### src/rtl/adc_sfr_pkg.sv
package adc_sfr_pkg;
  localparam int ADDR_W = 8;
  localparam int DATA_W = 8;
  localparam int DIV_W  = 5;

  localparam logic [ADDR_W-1:0] CTRL_ADDR = 8'hF3;
  localparam logic [ADDR_W-1:0] DIV_ADDR  = 8'hF2;

  // control register bit positions (software-visible layout)
  localparam int BIT_IDLE = 6;
  localparam int BIT_EN   = 5;
  localparam int BIT_EOC  = 4;
  localparam int BIT_BUSY = 3;
  localparam int BIT_CHAN = 0;

  typedef struct packed {
    logic wrCtrl;  // write to control register
    logic wrDiv;   // write to divider register
    logic launch;  // accepted start request
    logic finish;  // conversion completed
  } adcStrobe_t;
endpackage

### src/rtl/adc_sfr_ctrl.sv
module adc_sfr_ctrl
  import adc_sfr_pkg::*;
(
  input  logic [ADDR_W-1:0] sfrAddr,
  input  logic              sfrWe,
  input  logic              startBit,
  input  logic              enBit,
  input  logic              convDone,
  input  logic              busy,
  output adcStrobe_t        strobe
);
  logic hitCtrl;
  logic hitDiv;

  always_comb begin
    hitCtrl = sfrWe && (sfrAddr == CTRL_ADDR);
    hitDiv  = sfrWe && (sfrAddr == DIV_ADDR);
    strobe.wrCtrl = hitCtrl;
    strobe.wrDiv  = hitDiv;
    // start accepted only with enable in the same write and no conversion active
    strobe.launch = hitCtrl && startBit && enBit && !busy;
    // done only counts while a conversion is in flight
    strobe.finish = convDone && busy;
  end
endmodule

### src/rtl/adc_sfr_datapath.sv
module adc_sfr_datapath
  import adc_sfr_pkg::*;
(
  input  logic              clk,
  input  logic              rstN,
  input  adcStrobe_t        strobe,
  input  logic [ADDR_W-1:0] sfrAddr,
  input  logic              wrIdle,
  input  logic              wrEn,
  input  logic              wrEoc,
  input  logic              wrChan,
  input  logic [DIV_W-1:0]  wrDivVal,
  output logic [DATA_W-1:0] sfrRdata,
  output logic              busy,
  output logic              eoc,
  output logic              idle,
  output logic              en,
  output logic              chan,
  output logic              convStart,
  output logic              convClkEn
);
  logic [DIV_W-1:0] divQ;
  logic [DIV_W-1:0] cntQ;
  logic             wrap;

  // control / status register
  always_ff @(posedge clk) begin
    if (!rstN) begin
      idle      <= 1'b0;
      en        <= 1'b0;
      eoc       <= 1'b0;
      busy      <= 1'b0;
      chan      <= 1'b0;
      convStart <= 1'b0;
    end else begin
      if (strobe.wrCtrl) begin
        idle <= wrIdle;
        en   <= wrEn;
        chan <= wrChan;
        if (!wrEoc) eoc <= 1'b0;
      end
      if (strobe.launch) busy <= 1'b1;
      // hardware completion takes priority over a same-cycle software write
      if (strobe.finish) begin
        busy <= 1'b0;
        idle <= 1'b0;
        eoc  <= 1'b1;
      end
      convStart <= strobe.launch;
    end
  end

  // divider register
  always_ff @(posedge clk) begin
    if (!rstN) divQ <= '0;
    else if (strobe.wrDiv) divQ <= wrDivVal;
  end

  // converter clock-enable generator
  assign wrap      = (cntQ >= divQ);
  assign convClkEn = en && wrap;

  always_ff @(posedge clk) begin
    if (!rstN || !en) cntQ <= '0;
    else if (wrap)    cntQ <= '0;
    else              cntQ <= cntQ + 1'b1;
  end

  // read mux
  always_comb begin
    sfrRdata = '0;
    if (sfrAddr == CTRL_ADDR) begin
      sfrRdata[BIT_IDLE] = idle;
      sfrRdata[BIT_EN]   = en;
      sfrRdata[BIT_EOC]  = eoc;
      sfrRdata[BIT_BUSY] = busy;
      sfrRdata[BIT_CHAN] = chan;
    end else if (sfrAddr == DIV_ADDR) begin
      sfrRdata[DIV_W-1:0] = divQ;
    end
  end
endmodule

### src/rtl/adc_sfr_front.sv
module adc_sfr_front
  import adc_sfr_pkg::*;
(
  input  logic              clk,
  input  logic              rstN,
  input  logic [ADDR_W-1:0] sfrAddr,
  input  logic              sfrWe,
  input  logic [DATA_W-1:0] sfrWdata,
  output logic [DATA_W-1:0] sfrRdata,
  input  logic              intEnable,
  input  logic              convDone,
  output logic              convStart,
  output logic              convChannel,
  output logic              convEnable,
  output logic              convClkEn,
  output logic              eocIrq,
  output logic              cpuSuspend
);
  adcStrobe_t strobe;
  logic busy;
  logic eoc;
  logic idle;
  logic en;
  logic chan;
  logic wdataUnused;

  assign wdataUnused = ^{sfrWdata[7], sfrWdata[2:1]};

  adc_sfr_ctrl u_ctrl (
    .sfrAddr  (sfrAddr),
    .sfrWe    (sfrWe),
    .startBit (sfrWdata[BIT_BUSY]),
    .enBit    (sfrWdata[BIT_EN]),
    .convDone (convDone),
    .busy     (busy),
    .strobe   (strobe)
  );

  adc_sfr_datapath u_dp (
    .clk       (clk),
    .rstN      (rstN),
    .strobe    (strobe),
    .sfrAddr   (sfrAddr),
    .wrIdle    (sfrWdata[BIT_IDLE]),
    .wrEn      (sfrWdata[BIT_EN]),
    .wrEoc     (sfrWdata[BIT_EOC]),
    .wrChan    (sfrWdata[BIT_CHAN]),
    .wrDivVal  (sfrWdata[DIV_W-1:0]),
    .sfrRdata  (sfrRdata),
    .busy      (busy),
    .eoc       (eoc),
    .idle      (idle),
    .en        (en),
    .chan      (chan),
    .convStart (convStart),
    .convClkEn (convClkEn)
  );

  assign convEnable  = en;
  assign convChannel = ~chan;
  assign cpuSuspend  = idle && busy;
  assign eocIrq      = eoc && intEnable;
endmodule

### config.mk
export PLATFORM = sky130hd
export DESIGN_NAME = adc_sfr_front
export DESIGN_NICKNAME = d
export VERILOG_FILES = /design/src/rtl/adc_sfr_pkg.sv /design/src/rtl/adc_sfr_ctrl.sv /design/src/rtl/adc_sfr_datapath.sv /design/src/rtl/adc_sfr_front.sv
export SDC_FILE = /design/constraint.sdc
export NUM_CORES = 1
export LEC_CHECK = 0
export ABC_AREA = 1
export BUFFER_PORTS_ARGS = -buffer_cell sky130_fd_sc_hd__buf_2
export CORE_MARGIN = 5
export CORE_UTILIZATION = 51
export DETAILED_ROUTE_END_ITERATION = 7
export GPL_TIMING_DRIVEN = 0
export PLACE_DENSITY = 0.78
export SETUP_SLACK_MARGIN = 0.3
export SKIP_CTS_REPAIR_TIMING = 1
export SYNTH_ARGS = -nofsm -noshare
export SYNTH_HDL_FRONTEND = slang
export SYNTH_HIERARCHICAL = 1
export SYNTH_SLANG_ARGS = --single-unit
### constraint.sdc
create_clock -name clk -period 2.5 [get_ports clk]
set_input_delay 0.5 -clock clk [delete_from_list [all_inputs] [get_ports clk]]
set_output_delay 0.5 -clock clk [all_outputs]
set_load 0.05 [all_outputs]
== Word-level counts from Yosys, hierarchy flattened ==
Index checks and enable logic that the tools add are counted.
Storage, ports and cells
  bits in registers: 16
  latch bits: 0
  RAM bits: 0
  bits in read-only memories: 0
  output and inout bits: 14
  logic and storage cells: 40
  memories kept: 0
Operators by class
  add/subtract/negate cells: 1
  multiply operators: 0
  div/mod/pow operators: 0
  order comparisons: 1
  eq/ne operators: 3
  shift-type cells: 0
  muxes and demuxes: 8
  bitwise logic cells: 2
  reduce and logical (&&, ||, !) cells: 17
Operator list (count)
  == test 8 bit (second input constant): 2
  logical AND 1 bit: 9
  two-way mux 2 bit: 3
  adder 5 x 1 -> 5 bit (second input constant): 1
  greater-or-equal comparator 5 bit: 1
  two-way mux 5 bit: 1
  two-way mux 1 bit: 4
  OR reduction 2 bit: 2
  zero test 1 bit: 3
  inequality test 2 x 1 -> 1 bit (second input constant): 1
  inverter 1 bit: 2
  AND reduction 2 bit: 1
  nonzero test 2 bit: 1
  logical OR 1 bit: 1

== Logic depth before layout (Yosys ltp) ==
Gate-level depths: netlist of run 1.
  word-level depth: 5
  gate-level depth with buffers: 9
  mapped depth without buffers: 8

== Cells and area by module ==
The synthesis of run 1 kept the hierarchy.
By module, submodules not included
  adc_sfr_datapath: instances 1, cells an instance 111, area each 833.3 sq um, seq. area each 320.3 sq um
  adc_sfr_ctrl: instances 1, cells an instance 21, area each 102.6 sq um, seq. area each 0.0 sq um
  adc_sfr_front: instances 1, cells an instance 5, area each 18.8 sq um, seq. area each 0.0 sq um

== Least setup slack after synthesis of run 1 ==
No wires, ideal clock.
  kind: register -> output
  from: register u_dp.divQ[4]
  to: output port convClkEn
  data arrival time: 1719 ps
  slack: 281 ps
  cell stages (with the launch flop): 7
  buffers on the path: 0
  cell sequence: dfxtp_1 inv_1 ha_1 nand2_1 inv_1 nand2_1 a31oi_1
Between the ends
  word-level cells in the longest chain between the ends: 2
RTL lines
  start, declared: line adc_sfr_datapath.sv:22  | logic [DIV_W-1:0] divQ;
  start signal, assigned: line adc_sfr_datapath.sv:56  | else if (strobe.wrDiv) divQ <= wrDivVal;
  greater-or-equal comparator 5 bit: line adc_sfr_datapath.sv:60  | assign wrap = (cntQ >= divQ);
  logical AND 1 bit: line adc_sfr_datapath.sv:61  | assign convClkEn = en && wrap;
  end, declared: line adc_sfr_front.sv:15  | output logic convClkEn,
Every way passes these cells.

== Final worst setup path of run 1 ==
Ends and elaborated chain as after synthesis.

==> run_results.csv, run 1 <==
group,metric,value,unit
detailed_routing,route.detailed.drc,0,
placement,hpwl,1750,um
pwr,internal_power,0.362,mW
global_route,grt_max_degree,11,
timing,fin_worst_skew,0.00277,ns
worst_setup_path,cp_max_fo,2,
floorplanning,die_y,53.3,um
min_path,hold_depth,3,
synth,synth_area,955,um^2
pwr,cellPowerDensity,388,nW/um^2
detailed_routing,route.met2.wl,1070,um
timing,slew_violations,0,
worst_setup_path,required,2.00,ns
floorplanning,rows,15,
pwr,p_sw_frac,0.228,
clock_tree,root_buffer,"clkbuf_4",
timing,fin_crit,2.09,ns
pwr,p_leak,0.631,nW
detailed_routing,m1WireLength,894,um
placement,dp_slack,0.560,ns
worst_setup_path,crit_path_start_kind,"flip-flop",
min_path,min_path_type,"in2reg",
detailed_routing,firstDrtPassIters,4,
timing,worst_slack,0.412,ns
final_layout,stdcell_count,198,
timing,hold_violations,0,
placement,dp.cells,194,
detailed_routing,wl,2110,um
synth,ys_top_cells_by_area,"dfxtp_1 (34%), inv_1 (11%), nand2_1 (10%), ha_1 (7.9%), nor2_1 (7.5%)",
detailed_routing,dr.first_iter.drc_count,10,
synth,synth_cell_type_count,25,
timing,post-route-period-util,0.835,
final_layout,nNetsFinal,201,
pwr,total_power,0.469,mW
global_route,grt_antenna_before_repair,0,
pwr,switching_power,0.107,mW
synth,syn_inst,137,
placement,portBuffers,32,
synth,synth_top_area_share,0.336,
floorplanning,io_pins,35,
job,cap_violations,0,
min_path,hold_start,"sfrWdata[0]",
placement,gp_congestion,0.789,
synth,yosys_warnings,6,
clock_tree,clockBufferDepth,2,
clock_tree,htree_levels,1,
worst_setup_path,crit_arrival,1.59,ns
final_layout,drive_above_1_share,0.295,
pwr,comb_power_share,0.093,
status,outcome,"complete, no violations",
clock_tree,clock_sinks,16,
worst_setup_path,endpoint_kind,"output pin",
detailed_routing,dr_wl_met3,138,um
floorplanning,die_w,53.3,um
detailed_routing,routedWlPerCell,10.7,um
synth,yosys.area.top_type,"dfxtp_1",
clock_tree,worstSkewPairLatency,0.28,ns
worst_setup_path,r2r-start,"u_dp/divQ[3]",
clock_tree,cts_buffers,3,
detailed_routing,maxUsedRoutingLayer,"met4",
final_layout,diodes,0,
final_layout,final_common_cell,"buf_2",
global_route,grt_pass1_vias,865,
worst_setup_path,cp-startpoint,"u_dp/divQ[4]",
synth,ys_seq_area_frac,0.336,
pwr,clkPwrFrac,0.363,
clock_tree,clkSlewWorstSetupHoldPaths,0.09,ns
clock_tree,cts_tree,"yes",
global_route,overflow,0,
detailed_routing,vias,919,
detailed_routing,drtAntennaViolNets,0,
synth,avgSynthCellArea,6.97,um^2
worst_setup_path,reg2regPathDepth,7,
floorplanning,fp.coreArea,1750,um^2
pwr,ir_worst_vdd,339,uV
timing,rsz0062_at_grt,"false",
floorplanning,dieArea,2840,um^2
synth,syn-num-nets,164,
global_route,grt_first_pass_wirelength,3530,um
timing,setup_viol,0,
floorplanning,start_util,0.547,
synth,yosys_register_bits,16,
timing,finalSetupTns,0,ns
detailed_routing,via_per_inst,4.64,
timing,max_clock_freq,479,MHz
final_layout,final_cell_mix,"buf_2 (31), inv_1 (28), nand2_1 (26), nor2_1 (19), dfxtp_1 (16)",
final_layout,syn_to_final_growth,26.5,%
pwr,seqPwrFrac,0.544,
global_route,track_usage,0.170,
worst_setup_path,crit_type,"reg2out",
synth_stat cells, drive strengths merged:
library cell   n
xnor2          1
inv           29
nand4          3
a21oi          6
nor2          22
ha             6
dfxtp         16
a31oi          1
nand3          7
conb           1
o21ai          8
nand2         26
nor3           1
clkinv         1
a211oi         1
buf            4
a21boi         1
nand3b         1
xor2           2
critical path, cell delays in order, from the launching register on:
cell	delay, ns
dfxtp_1	0.35
inv_1	0.08
ha_4	0.27
nand2_1	0.07
nor2_1	0.10
nand2_1	0.09
a31oi_2	0.16
buf_6	0.18
power by group through the flow:
stage | clock network, mW | logic [mW] | registers [mW]
2_1_floorplan | 0 | 0.0209 | 0.261
5_1_grt | 0.188 | 0.0490 | 0.255
6_report | 0.170 | 0.0437 | 0.255
3_3_place_gp | 0 | 0.0416 | 0.261
3_5_place_dp | 0 | 0.0432 | 0.261
4_1_cts | 0.175 | 0.0434 | 0.255
area by class of cell:
type                       count  area [um^2]
inverter                      30          113
fill                         155          538
tap                           25         31.3
multi-input combinational     87          510
timing repair buffer          32          166
buffer                         4         30.0
sequential                    16          320
clock buffer                   4         36.3
sequential cells by signal, indices dropped and copies added, names as in the netlist:
signal,cells
u_dp/busy,1
u_dp/chan,1
u_dp/cntQ,5
u_dp/convStart,1
u_dp/divQ,5
u_dp/en,1
u_dp/eoc,1
u_dp/idle,1
routing by layer:
layer | up-vias | GRT usage
li1 | 492 | -
met2 | 23 | 0.314
met5 | - | 0
met1 | 402 | 0.189
met3 | 2 | 0.0563
met4 | 0 | 0.0255
path summary, 6_finish.rpt:
path	end	slack, ns
max	convClkEn	0.41
min	u_dp/chan	0.47
min reg2reg	u_dp/cntQ[0]	0.49
max reg2reg	u_dp/cntQ[0]	1.21
kinds of logic (layout without fill, tap and decap cells):
| family | after synthesis | count (layout) | synth area share |
|---|---|---|---|
| flip-flops | 16 | 16 | 0.336 |
| adder cells (fa/ha/maj) | 6 | 6 | 0.0786 |
| XOR/XNOR | 3 | 3 | 0.0275 |
| AND/OR/NAND/NOR | 60 | 60 | 0.305 |
| other | 1 | 1 | 0.00393 |
| AO/OA/AOI/OAI | 17 | 17 | 0.0996 |
| buffers and inverters | 34 | 70 | 0.149 |
through the flow:
stage	hold WS (ns)	utilization	instance area (um^2)
after floorplan	0.430	-	961
after global placement	0.454	0.660	1150
after global routing	0.458	0.692	1210
after detailed placement	0.466	0.660	1150
after CTS	0.462	0.681	1190
final	0.470	0.692	1210
Power figures use the tool's default switching activity.
==> run 2: changes to the inputs <==
ABC_AREA = 0   (was 1)
CORE_UTILIZATION = 47   (was 51)
PLACE_DENSITY = 0.73   (was 0.78)
clock period = 2 ns   (was 2.5 ns; I/O delays follow)
==> run 2 against run 1 <==
Final area rose by 18%; largest cell class unchanged; non-clock buffer count rose by 6; register-to-register slack got worse by 0.76 ns; global-route usage fell by 2.0 points; critical path type is now in2out; synthesized cell count fell by 27%; via count fell by 8.7%.
==> run_results.csv, run 2 <==
group,metric,value,unit
timing,worst_slack,0.0284,ns
final_layout,syn_to_final_growth,54.0,%
synth,syn_inst,100,
final_layout,final_cell_mix,"buf_2 (20), mux2i_1 (11), dfxtp_1 (10), buf_6 (8), nor2b_1 (8)",
synth,synth_ff_type,"dfxtp_1",
worst_setup_path,crit_type,"in2out",
floorplanning,io_pins,35,
synth,synth_top_area_share,0.346,
final_layout,nNetsFinal,168,
timing,finalSetupTns,0,ns
global_route,top_usage_layer,"met2",
job,cap_violations,0,
detailed_routing,wl,2320,um
detailed_routing,firstDrtPassIters,4,
global_route,track_usage,0.150,
synth,ys_seq_area_frac,0.346,
synth,yosys_register_bits,16,
final_layout,drive_above_1_share,0.521,
detailed_routing,via_per_inst,5.02,
detailed_routing,dr.first_iter.drc_count,12,
worst_setup_path,crit_path_start_kind,"input port",
final_layout,top_regs,"u_dp/cntQ (5), u_dp/divQ (5)",
worst_setup_path,required,1.60,ns
clock_tree,htree_levels,1,
floorplanning,die_y,54.4,um
clock_tree,worstSkewPairLatency,0.29,ns
detailed_routing,drtAntennaViolNets,0,
floorplanning,die_w,54.4,um
global_route,grt_antenna_before_repair,0,
global_route,grt_first_pass_wirelength,3150,um
global_route,grt_pass1_vias,768,
clock_tree,root_buffer,"clkbuf_4",
synth,avgSynthCellArea,9.25,um^2
pwr,p_leak,0.553,nW
worst_setup_path,endpoint_kind,"output pin",
clock_tree,clockBufferDepth,2,
clock_tree,cts_buffers,3,
clock_tree,cts_tree,"yes",
global_route,overflow,0,
timing,fin_crit,1.97,ns
synth,yosys_warnings,6,
synth,synth_cell_type_count,27,
timing,slew_violations,0,
timing,rsz0062_at_grt,"true",
floorplanning,dieArea,2950,um^2
timing,setup_viol,0,
global_route,grt_use_met3,0.0627,
min_path,min_path_type,"in2reg",
worst_setup_path,crit_arrival,1.57,ns
floorplanning,start_util,0.481,
detailed_routing,routedWlPerCell,13.9,um
global_route,grtUsageMet1,0.154,
timing,fin_worst_skew,0.00390,ns
synth,ys_top_cells_by_area,"dfxtp_1 (35%), mux2i_1 (12%), ha_1 (8.1%), nor2b_1 (6.1%), nor3_2 (3.2%)",
floorplanning,fp.coreArea,1920,um^2
synth,async_flop_share,0,
synth,yosys.area.top_type,"dfxtp_1",
timing,max_clock_freq,507,MHz
final_layout,num-fill-cells,133,
final_layout,diodes,0,
timing,post-route-period-util,0.986,
synth,synthTopCellsByCount,"dfxtp_1 (16), mux2i_1 (11), nor2b_1 (9)",
pwr,ir_worst_vdd,415,uV
synth,syn-num-nets,127,
global_route,grt_max_degree,11,
synth,synth-edff-count,0,
floorplanning,rows,16,
synth,yosysMostFrequentCell,"dfxtp_1",
synth,synth_area,925,um^2
placement,gp_congestion,0.760,
detailed_routing,vias,839,
worst_setup_path,cp_max_fo,5,
placement,portBuffers,32,
timing,holdWs,0.366,ns
final_layout,final_common_cell,"buf_2",
clock_tree,clock_sinks,16,
placement,hpwl,1600,um
detailed_routing,route.detailed.drc,0,
pwr,cellPowerDensity,414,nW/um^2
clock_tree,clkSlewWorstSetupHoldPaths,0.09,ns
status,outcome,"complete, no violations",
timing,hold_violations,0,
placement,dp_slack,-0.0241,ns
global_route,grtUsageMet2,0.279,
final_layout,fin_util,0.741,
-- run 2: logic make-up after synthesis --
| family | count (synthesis) | synth area share |
|---|---|---|
| simple gates | 45 | 0.326 |
| flops | 16 | 0.346 |
| buf+inv | 13 | 0.0650 |
| mux | 11 | 0.119 |
| fa+ha+maj | 6 | 0.0812 |
| compound gates | 5 | 0.0298 |
| xor+xnor | 3 | 0.0284 |
| other cells | 1 | 0.00406 |
-- run 2: power breakdown --
part / internal, mW / leakage [nW] / total, mW / switching, mW
logic: 0.0320 / 0.400 / 0.0593 / 0.0273
registers: 0.318 / 0.132 / 0.319 / 0.000203
clock network: 0.111 / 0.0210 / 0.212 / 0.101
total: 0.461 / 0.553 / 0.590 / 0.128
-- run 2: layer usage --
metal / part of all wire / wire (um)
met4: 0 / 0
met1: 0.41 / 947
met3: 0.066 / 154
met2: 0.52 / 1220
met5: 0 / 0
-- run 2: final timing paths --
| path | from | depth (start not counted) | to | slack (ns) |
|---|---|---|---|---|
| setup / recovery | sfrAddr[6] | 5 | sfrRdata[1] | 0.03 |
| hold / removal | sfrWdata[6] | 3 | u_dp/idle | 0.37 |
| setup reg to reg | u_dp/divQ[4] | 7 | u_dp/cntQ[3] | 0.45 |
| hold reg to reg | u_dp/cntQ[0] | 1 | u_dp/cntQ[0] | 0.45 |
-- run 2: per-stage QoR --
step,instance area (um^2),instances,power [mW]
2_1_floorplan,956,100,0.349
3_3_place_gp,1150,159,0.375
3_5_place_dp,1150,159,0.376
4_1_cts,1190,163,0.585
5_1_grt,1420,167,0.615
6_report,1420,167,0.590
-- run 2: final cells by class --
cell class                 count  area, um^2  area share
clock buffer                   4        36.3      0.0255
inverter                       7        26.3      0.0185
multi-input combinational     71         684       0.481
tap                           27        33.8      0.0237
buffer                         6        35.0      0.0246
timing repair buffer          36         280       0.197
sequential                    16         328       0.230
-- run 2: worst max-delay path: stages --
cell     delay, ns
buf_6         0.07
nand4_1       0.14
or4b_4        0.63
nor3_4        0.16
buf_6         0.18
==> run 3: changes to the inputs <==
RECOVER_POWER = 50   (was not set)
==> run 3 against run 2 <==
Critical path type is now reg2out; highest routed layer unchanged; worst setup slack gained 0.0091 ns; clock skew hardly changed; total power is 0.58% lower; first-iteration DRC count rose by 17%.
==> run_results.csv, run 3 (synthesized netlist as in run 2, its figures left out) <==
group,metric,value,unit
timing,slew_violations,0,
pwr,ir_worst_vdd,415,uV
global_route,overflow,0,
timing,holdWs,0.367,ns
final_layout,nNetsFinal,168,
global_route,grt_antenna_before_repair,0,
detailed_routing,routedWlPerCell,14.0,um
worst_setup_path,r2r-start,"u_dp/divQ[4]",
pwr,clkPwrFrac,0.361,
min_path,hold_start,"sfrWdata[6]",
clock_tree,root_buffer,"clkbuf_4",
final_layout,diodes,0,
timing,fin_crit,1.96,ns
worst_setup_path,reg2regPathDepth,7,
worst_setup_path,crit_path_start_kind,"flip-flop",
final_layout,final_cell_mix,"buf_2 (18), mux2i_1 (11), dfxtp_1 (10), buf_6 (8), nor2b_1 (8)",
placement,hpwl,1600,um
timing,post-route-period-util,0.981,
pwr,internal_power,0.459,mW
final_layout,syn_to_final_growth,51.0,%
pwr,comb_power_share,0.095,
worst_setup_path,r2r_setup_slack,0.45,ns
timing,setup_viol,0,
worst_setup_path,cp_cell_sequence,"inv_2 > ha_4 > nand4_1 > o21ai_4 > o21a_4 > buf_8",
status,outcome,"complete, no violations",
pwr,cellPowerDensity,420,nW/um^2
worst_setup_path,path_buf_inv,2,
worst_setup_path,crit_path_top_delay_cell,"dfxtp_2",
detailed_routing,wl,2330,um
floorplanning,die_y,54.4,um
detailed_routing,via_per_inst,5.04,
clock_tree,htree_levels,1,
worst_setup_path,max_stage_delay,0.36,ns
final_layout,top_regs,"u_dp/cntQ (5), u_dp/divQ (5)",
detailed_routing,drtAntennaViolNets,0,
clock_tree,cts_tree,"yes",
global_route,track_usage,0.150,
global_route,grt_max_degree,11,
min_path,hold_depth,3,
final_layout,final_common_cell,"buf_2",
timing,slew-limit-headroom,0.599,
timing,fin_worst_skew,0.00389,ns
floorplanning,rows,16,
final_layout,drive_above_1_share,0.486,
pwr,switching_power,0.127,mW
timing,worst_slew_pin_slew,0.604,ns
floorplanning,die_w,54.4,um
placement,portBuffers,32,
detailed_routing,vias,841,
pwr,seqPwrFrac,0.544,
min_path,min_path_type,"in2reg",
global_route,grt_pass1_vias,768,
worst_setup_path,crit_family,"flip-flops",
worst_setup_path,endpoint_kind,"output pin",
final_layout,num-fill-cells,139,
global_route,grt_first_pass_wirelength,3150,um
timing,hold_violations,0,
pwr,p_sw_frac,0.217,
worst_setup_path,crit_arrival,1.56,ns
detailed_routing,firstDrtPassIters,4,
timing,max_clock_freq,510,MHz
clock_tree,clockBufferDepth,2,
clock_tree,clock_sinks,16,
min_path,hold_path_end,"u_dp/idle",
worst_setup_path,crit_type,"reg2out",
placement,gp_congestion,0.760,
pwr,p_leak,0.538,nW
detailed_routing,route.detailed.drc,0,
detailed_routing,dr.first_iter.drc_count,14,
clock_tree,clkSlewWorstSetupHoldPaths,0.09,ns
worst_setup_path,cp_max_fo,3,
clock_tree,cts_buffers,3,
worst_setup_path,required,1.60,ns
clock_tree,worstSkewPairLatency,0.29,ns
floorplanning,dieArea,2950,um^2
floorplanning,io_pins,35,
floorplanning,fp.coreArea,1920,um^2
worst_setup_path,rr_endpoint,"u_dp/cntQ[3]",
timing,finalSetupTns,0,ns
floorplanning,start_util,0.481,
timing,rsz0062_at_grt,"true",
job,cap_violations,0,
-- run 3: cell count changes in the layout (fill, tap and decap cells not counted) --
cell and delta:
nor3_1 +1, nand4bb_4 -1, clkbuf_1 +3, nor3_2 -1, buf_2 -2, buf_4 -1, nand4bb_1 +1
-- run 3: worst max-delay path by stage --
stage,startpoint,endpoint,slack (ns),cells after the start
5_1_grt,u_dp/divQ[3],convClkEn,-0.06,6
3_3_place_gp,sfrAddr[7],sfrRdata[1],-0.02,5
3_5_place_dp,sfrAddr[7],sfrRdata[2],-0.02,5
4_1_cts,u_dp/divQ[4],convClkEn,-0.27,6
2_1_floorplan,sfrAddr[6],sfrRdata[0],0.08,3
6_report,u_dp/divQ[3],convClkEn,0.04,6
-- run 3: final cells by class --
class                      instances  area (um^2)  area share
timing repair buffer              36          278       0.199
multi-input combinational         71          663       0.475
sequential                        16          328       0.235
inverter                           7         26.3      0.0188
clock buffer                       4         36.3      0.0260
tap                               27         33.8      0.0242
buffer                             6         31.3      0.0224
-- run 3: metrics by stage --
stage | utilization | std cells | cell area (um^2) | total power, mW | setup slack [ns]
floorplan | - | 100 | 956 | 0.349 | 0.0769
global placement | 0.598 | 159 | 1150 | 0.375 | -0.0157
detailed placement | 0.598 | 159 | 1150 | 0.376 | -0.0241
CTS | 0.617 | 163 | 1190 | 0.585 | -0.270
global route | 0.727 | 167 | 1400 | 0.611 | -0.0646
finish | 0.727 | 167 | 1400 | 0.586 | 0.0376
-- run 3: power by group through the flow --
stage	registers, mW	logic [mW]	clock network, mW
floorplan	0.326	0.0230	0
global placement	0.326	0.0491	0
detailed placement	0.326	0.0498	0
CTS	0.319	0.0501	0.216
global route	0.319	0.0599	0.232
finish	0.319	0.0559	0.212
-- run 3: routing by layer --
| metal | track usage | part of all wire | up-vias |
|---|---|---|---|
| li1 | - | - | 423 |
| met1 | 0.154 | 0.41 | 394 |
| met2 | 0.279 | 0.52 | 24 |
| met3 | 0.0627 | 0.065 | 0 |
| met4 | 0.0332 | 0 | 0 |
| met5 | 0 | 0 | - |
-- run 3: worst register-to-register path: cells and delay by family, from the launching register on --
kind	cells	cell delay (ns)
and+or+nand+nor	1	0.27
DFF	1	0.34
AOI/OAI and AO/OA	2	0.27
adders and majority gates	1	0.25
buffers and inverters	3	0.33
